===== src/rtl/wdog_guard_pkg.sv =====
package wdog_guard_pkg;

  // Word index of each register; the bench and software rely on these.
  typedef enum logic [1:0] {
    IDX_CTRL   = 2'd0,
    IDX_RELOAD = 2'd1,
    IDX_THRESH = 2'd2,
    IDX_COUNT  = 2'd3
  } reg_idx_e;

  // Bit position of the kick inside the control word.
  localparam int unsigned KICK_BIT = 0;

endpackage


===== src/rtl/wdog_guard_regs.sv =====
module wdog_guard_regs
  import wdog_guard_pkg::*;
#(
  parameter int unsigned DATA_W = 32,
  parameter int unsigned CNT_W  = 10
) (
  input  logic              clk,
  input  logic              rst_n,
  input  logic              wr_en,
  input  logic              rd_en,
  input  logic [1:0]        addr,
  input  logic [DATA_W-1:0] wdata,
  input  logic [CNT_W-1:0]  count_q,
  output logic [CNT_W-1:0]  reload_q,
  output logic [CNT_W-1:0]  thresh_q,
  output logic              kick,
  output logic              disarm,
  output logic              start,
  output logic [CNT_W-1:0]  wval,
  output logic [DATA_W-1:0] rdata
);

  logic [CNT_W-1:0]  reload_d;
  logic [CNT_W-1:0]  thresh_d;
  logic [DATA_W-1:0] rdata_d;
  logic              reload_wr;
  logic              thresh_wr;

  // Decode of the write strobe.
  always_comb begin
    wval      = wdata[CNT_W-1:0];
    reload_wr = wr_en && (reg_idx_e'(addr) == IDX_RELOAD);
    thresh_wr = wr_en && (reg_idx_e'(addr) == IDX_THRESH);
    kick      = wr_en && (reg_idx_e'(addr) == IDX_CTRL) && wdata[KICK_BIT];
    disarm    = reload_wr && (wval == '0);
    start     = reload_wr && (wval != '0) && (reload_q == '0);
  end

  // Next-state logic of the stored registers.
  always_comb begin
    reload_d = reload_q;
    thresh_d = thresh_q;
    if (reload_wr) reload_d = wval;
    if (thresh_wr) thresh_d = wval;
  end

  // Read multiplexer; reserved bits and the control word read as zero.
  always_comb begin
    rdata_d = rdata;
    if (rd_en) begin
      rdata_d = '0;
      unique case (reg_idx_e'(addr))
        IDX_CTRL:   rdata_d = '0;
        IDX_RELOAD: rdata_d[CNT_W-1:0] = reload_q;
        IDX_THRESH: rdata_d[CNT_W-1:0] = thresh_q;
        IDX_COUNT:  rdata_d[CNT_W-1:0] = count_q;
        default:    rdata_d = '0;
      endcase
    end
  end

  always_ff @(posedge clk or negedge rst_n) begin
    if (!rst_n) begin
      reload_q <= '0;
      thresh_q <= '0;
      rdata    <= '0;
    end else begin
      reload_q <= reload_d;
      thresh_q <= thresh_d;
      rdata    <= rdata_d;
    end
  end

endmodule


===== src/rtl/wdog_guard_counter.sv =====
module wdog_guard_counter #(
  parameter int unsigned CNT_W = 10
) (
  input  logic             clk,
  input  logic             rst_n,
  input  logic             tick_en,
  input  logic             kick,
  input  logic             disarm,
  input  logic             start,
  input  logic [CNT_W-1:0] wval,
  input  logic [CNT_W-1:0] reload_q,
  output logic             enabled,
  output logic [CNT_W-1:0] count_q,
  output logic             rst_req
);

  localparam logic [CNT_W-1:0] ONE = CNT_W'(1);

  logic [CNT_W-1:0] count_d;
  logic             rst_req_d;
  logic             step;

  always_comb begin
    enabled = (reload_q != '0);
    step    = enabled && tick_en && (count_q != '0);
  end

  // Priority: disable, then kick, then first load, then tick.
  always_comb begin
    count_d = count_q;
    if (disarm) begin
      count_d = '0;
    end else if (kick && enabled) begin
      count_d = reload_q;
    end else if (start) begin
      count_d = wval;
    end else if (step) begin
      count_d = count_q - ONE;
    end
  end

  always_comb begin
    rst_req_d = step && !disarm && !kick && (count_q == ONE);
  end

  always_ff @(posedge clk or negedge rst_n) begin
    if (!rst_n) begin
      count_q <= '0;
      rst_req <= 1'b0;
    end else begin
      count_q <= count_d;
      rst_req <= rst_req_d;
    end
  end

endmodule


===== src/rtl/wdog_guard_irq.sv =====
module wdog_guard_irq #(
  parameter int unsigned CNT_W = 10
) (
  input  logic             clk,
  input  logic             rst_n,
  input  logic             enabled,
  input  logic             kick,
  input  logic             disarm,
  input  logic [CNT_W-1:0] count_q,
  input  logic [CNT_W-1:0] thresh_q,
  output logic             irq
);

  logic irq_d;
  logic hit;

  always_comb begin
    hit   = enabled && (count_q == thresh_q);
    irq_d = irq;
    if (kick || disarm || !enabled) begin
      irq_d = 1'b0;
    end else if (hit) begin
      irq_d = 1'b1;
    end
  end

  always_ff @(posedge clk or negedge rst_n) begin
    if (!rst_n) begin
      irq <= 1'b0;
    end else begin
      irq <= irq_d;
    end
  end

endmodule


===== src/rtl/wdog_guard.sv =====
module wdog_guard #(
  parameter int unsigned DATA_W = 32,
  parameter int unsigned CNT_W  = 10
) (
  input  logic              clk,
  input  logic              rst_n,
  input  logic              tick_en,
  input  logic              wr_en,
  input  logic              rd_en,
  input  logic [1:0]        addr,
  input  logic [DATA_W-1:0] wdata,
  output logic [DATA_W-1:0] rdata,
  output logic              irq,
  output logic              rst_req
);

  logic [CNT_W-1:0] reload_q;
  logic [CNT_W-1:0] thresh_q;
  logic [CNT_W-1:0] count_q;
  logic [CNT_W-1:0] wval;
  logic             kick;
  logic             disarm;
  logic             start;
  logic             enabled;

  wdog_guard_regs #(.DATA_W(DATA_W), .CNT_W(CNT_W)) u_regs (
    .clk      (clk),
    .rst_n    (rst_n),
    .wr_en    (wr_en),
    .rd_en    (rd_en),
    .addr     (addr),
    .wdata    (wdata),
    .count_q  (count_q),
    .reload_q (reload_q),
    .thresh_q (thresh_q),
    .kick     (kick),
    .disarm   (disarm),
    .start    (start),
    .wval     (wval),
    .rdata    (rdata)
  );

  wdog_guard_counter #(.CNT_W(CNT_W)) u_counter (
    .clk      (clk),
    .rst_n    (rst_n),
    .tick_en  (tick_en),
    .kick     (kick),
    .disarm   (disarm),
    .start    (start),
    .wval     (wval),
    .reload_q (reload_q),
    .enabled  (enabled),
    .count_q  (count_q),
    .rst_req  (rst_req)
  );

  wdog_guard_irq #(.CNT_W(CNT_W)) u_irq (
    .clk      (clk),
    .rst_n    (rst_n),
    .enabled  (enabled),
    .kick     (kick),
    .disarm   (disarm),
    .count_q  (count_q),
    .thresh_q (thresh_q),
    .irq      (irq)
  );

endmodule


===== config.mk =====
export PLATFORM = sky130hd
export DESIGN_NAME = wdog_guard
export DESIGN_NICKNAME = d
export VERILOG_FILES = /design/src/rtl/wdog_guard_pkg.sv /design/src/rtl/wdog_guard_regs.sv /design/src/rtl/wdog_guard_counter.sv /design/src/rtl/wdog_guard_irq.sv /design/src/rtl/wdog_guard.sv
export SDC_FILE = /design/constraint.sdc
export NUM_CORES = 1
export LEC_CHECK = 0
export CORE_MARGIN = 8
export CORE_UTILIZATION = 60
export CTS_CLUSTER_SIZE = 30
export DETAILED_ROUTE_END_ITERATION = 10
export DONT_BUFFER_PORTS = 1
export PLACE_DENSITY = 0.75
export SETUP_SLACK_MARGIN = 0.02
export SYNTH_ARGS = -nofsm -noshare
export SYNTH_HDL_FRONTEND = slang
export SYNTH_SLANG_ARGS = --single-unit

===== constraint.sdc =====
create_clock -name clk -period 3.2 [get_ports clk]
set_input_delay 0.32 -clock clk [delete_from_list [all_inputs] [get_ports clk]]
set_output_delay 0.32 -clock clk [all_outputs]
set_load 0.005 [all_outputs]

==> metrics.md <==
| Metric | Value |
|---|---|
| Status | `complete, no violations` |
| Grt ovf | `0` |
| Mapped cell area | `0.002661 mm2` |
| Hold path depth | `1` |
| Top Ports | `73` |
| Post-CTS setup repair buffer count | `0` |
| Reg clk slew, reported paths | `0.08 ns` |
| Largest net degree at the start of global routing | `43` |
| R2R Path End | `u_counter.count_q[2]$_DFFE_PN0P_` |
| Clk sinks | `42` |
| 1st-pass router iterations | `4` |
| Die area | `0.006823 mm2` |
| Nets | `294` |
| Vias in the first global route | `1807` |
| GRT Total Usage | `18.19%` |
| Area grow syn2layout | `3.432%` |
| Critical Path Source Type | `register` |
| Initial core utilization | `61.55%` |
| Antenna Cells | `0` |
| Slowest-stage cell, CP | `dfrtp_1` |
| Yosys warning count | `0` |
| DP Wirelength | `4539 um` |
| Share of post-route cells with drive strength above 1 | `19.69%` |
| I/O Buffers | `0` |
| CORE AREA | `0.004324 mm2` |
| CTS resizes | `0` |
| Vias | `1934` |
| Distinct cells, synth | `47` |
| Arr. time, crit path | `2.45 ns` |
| Post-Syn Area per Cell | `10.28 um2` |
| Critical path required time | `3.44 ns` |
| Synth area leaders | `dfrtp_1 39%, mux2_2 13%, buf_4 6.5%, xor2_1 3.9%, a22oi_1 3.7%` |
| Clock buffer depth | `2` |
| Routed WL | `6055 um` |
| # DRC | `0` |
| Asr flop ratio synth | `100.0%` |
| Pleak | `1.161 nW` |
| Final antenna-violating net count | `0` |
| Die span in y | `82.60 um` |
| CTS tree | `built` |
| Post-synth top cells | `42 x dfrtp_1, 30 x mux2_2, 23 x buf_4` |
| Hold_buf cts | `2` |
| RSZ-0062 raised after global routing | `no` |
| Site row count | `24` |
| H-tree lvl count | `2` |
| DRT iter0 DRCs | `166` |
| CP max FO | `10` |
| Most used flip-flop cell after synthesis | `dfrtp_1` |
| R2r startpoint | `u_counter.count_q[0]$_DFFE_PN0P_` |
| Initial antenna violation count | `0` |
| Crit end category | `register` |
| CP Class | `register to register` |
| TNS Setup | `0 ns` |
| CP peak stage delay | `0.48 ns` |
| Post-route minimum period | `2.205 ns` |
| Final Hold Vio Count | `0` |
| Most common cell in the netlist | `dfrtp_1` |
| Num CTS Buffers | `5` |
| Die width | `82.60 um` |
| Worst slew margin | `50.07%` |
| Global-route wire length before repair | `9549 um` |
| FF+latch count, synth | `42` |
| Critical path cell sequence | `inv_1, ha_1, nor4b_2, nand3b_1, nand3_1, o2111a_1, a22o_1` |
| Setup slack, reg-to-reg | `0.99 ns` |
| Crit-path leading delay family | `simple AND/OR/NAND/NOR gates` |
| Sequential area share after synthesis | `39.49%` |
| HP Class | `input pin to register` |
| Area share of the largest cell type after synthesis | `39.49%` |
| WP buf/inv | `1` |
| Endpoints failing setup | `0` |
| Largest area contributor in the netlist | `dfrtp_1` |
| VDD IR max | `0.4241 mV` |
| Cells after synthesis | `259` |
| Max frequency | `453.4 MHz` |
| CTS Root Buffer Type | `clkbuf_8` |
| Layout Skew | `0.01053 ns` |
| Clk_lat worst skew | `0.30 ns` |
| Worst-case hold path end point | `u_regs.rdata[6]$_DFFE_PN0P_` |
| Slew at the pin with the worst max-slew slack | `0.7432 ns` |
| Slew Limit Fails | `0` |
| Min-delay src | `rd_en` |
| Period utilization | `68.92%` |
| Cell Pwr Density | `726.4 mW/mm2` |
| Max Cap Viol | `0` |
| R2R cell count | `7` |
| Number of flops mapped to enable cells by yosys | `0` |
| Vias/cell | `6.320` |
| RePlAce Congestion | `0.8939` |
| Area after DPL | `0.002585 mm2` |
| Final Cell Area | `0.002753 mm2` |
| WL per Instance | `19.79 um` |
==> layer usage <==
metal / up-vias / global-route usage (%) / routed length (um)
met2: 76 / 28.43 / 2854
met5: - / 0 / 0
li1: 901 / - / -
met3: 10 / 4.437 / 490
met4: 0 / 5.345 / 76
met1: 947 / 24.44 / 2633
==> how the worst max path moves through the flow <==
stage	from	to	slack (ns)	depth (start not counted)
final	u_counter.count_q[0]$_DFFE_PN0P_	u_counter.count_q[2]$_DFFE_PN0P_	0.99	7
after CTS	u_counter.count_q[0]$_DFFE_PN0P_	u_counter.count_q[2]$_DFFE_PN0P_	0.98	7
after detailed placement	u_counter.count_q[0]$_DFFE_PN0P_	u_counter.count_q[2]$_DFFE_PN0P_	1.01	7
after global placement	u_counter.count_q[0]$_DFFE_PN0P_	u_counter.count_q[6]$_DFFE_PN0P_	1.06	7
after floorplan	u_regs.reload_q[2]$_DFFE_PN0P_	u_counter.count_q[2]$_DFFE_PN0P_	1.39	7
after global routing	u_counter.count_q[0]$_DFFE_PN0P_	u_counter.count_q[6]$_DFFE_PN0P_	0.84	7
==> cells by family (layout without fill, tap and decap cells) <==
logic type	count (synthesis)	count (layout)	synth area share, %
AOI/OAI and AO/OA	56	56	16.13
xor gates and xnor gates	14	14	4.608
adders and majority gates	2	2	0.9401
buffers and inverters	43	17	9.685
DFF	42	42	39.49
muxes	30	30	12.69
other	1	22	0.1409
and+or+nand+nor	71	71	16.31
==> flip-flops by register name, indices dropped and copies added (netlist names) <==
register and count:
u_irq.irq 1, u_regs.thresh_q 10, u_regs.reload_q 10, u_counter.count_q 10, u_regs.rdata 10, u_counter.rst_req 1
==> final cells by class <==
class / instances / area, um2
Multi-Input combinational cell: 195 / 1431
Clock inverter: 3 / 68.82
Sequential cell: 42 / 1051
Timing Repair Buffer: 5 / 52.55
Fill cell: 380 / 1572
Inverter: 4 / 15.01
Tap cell: 52 / 65.06
Clock buffer: 5 / 68.82
==> metrics by stage <==
| step | hold WS, ns | setup WS, ns | power (mW) | cells | utilization [%] |
|---|---|---|---|---|---|
| 6_report | 0.09264 | 0.9945 | 2.000 | 306 | 63.66 |
| 5_1_grt | 0.08210 | 0.8423 | 2.114 | 306 | 63.66 |
| 4_1_cts | 0.08674 | 0.9829 | 2.003 | 306 | 63.66 |
| 3_5_place_dp | 0.02555 | 1.014 | 1.481 | 296 | 59.78 |
| 3_3_place_gp | 0.02540 | 1.065 | 1.461 | 296 | 59.78 |
| 2_1_floorplan | 0.02441 | 1.385 | 1.371 | 280 | - |
==> report_power, final <==
part           switching (mW)  internal [mW]
clock network           0.194          0.313
registers               0.228          0.662
logic                   0.271          0.332
total                   0.694           1.31
==> placed cells by master, fill, tap and decap left out, drive strengths merged, types with 3 or more instances in the layout <==
| cell type | Yosys | layout |
|---|---|---|
| buf | 28 | 4 |
| clkbuf | 11 | 5 |
| xor2 | 12 | 12 |
| a32o | 3 | 3 |
| nand4 | 3 | 3 |
| nor3 | 10 | 10 |
| conb | 1 | 22 |
| a22oi | 13 | 13 |
| nor2 | 17 | 17 |
| dfrtp | 42 | 42 |
| nand2 | 13 | 13 |
| nor4 | 8 | 8 |
| a22o | 7 | 7 |
| o31ai | 7 | 7 |
| a21oi | 13 | 13 |
| inv | 4 | 4 |
| nand3 | 7 | 7 |
| mux2 | 30 | 30 |
Note: power is estimated with default switching activity, not from simulation.
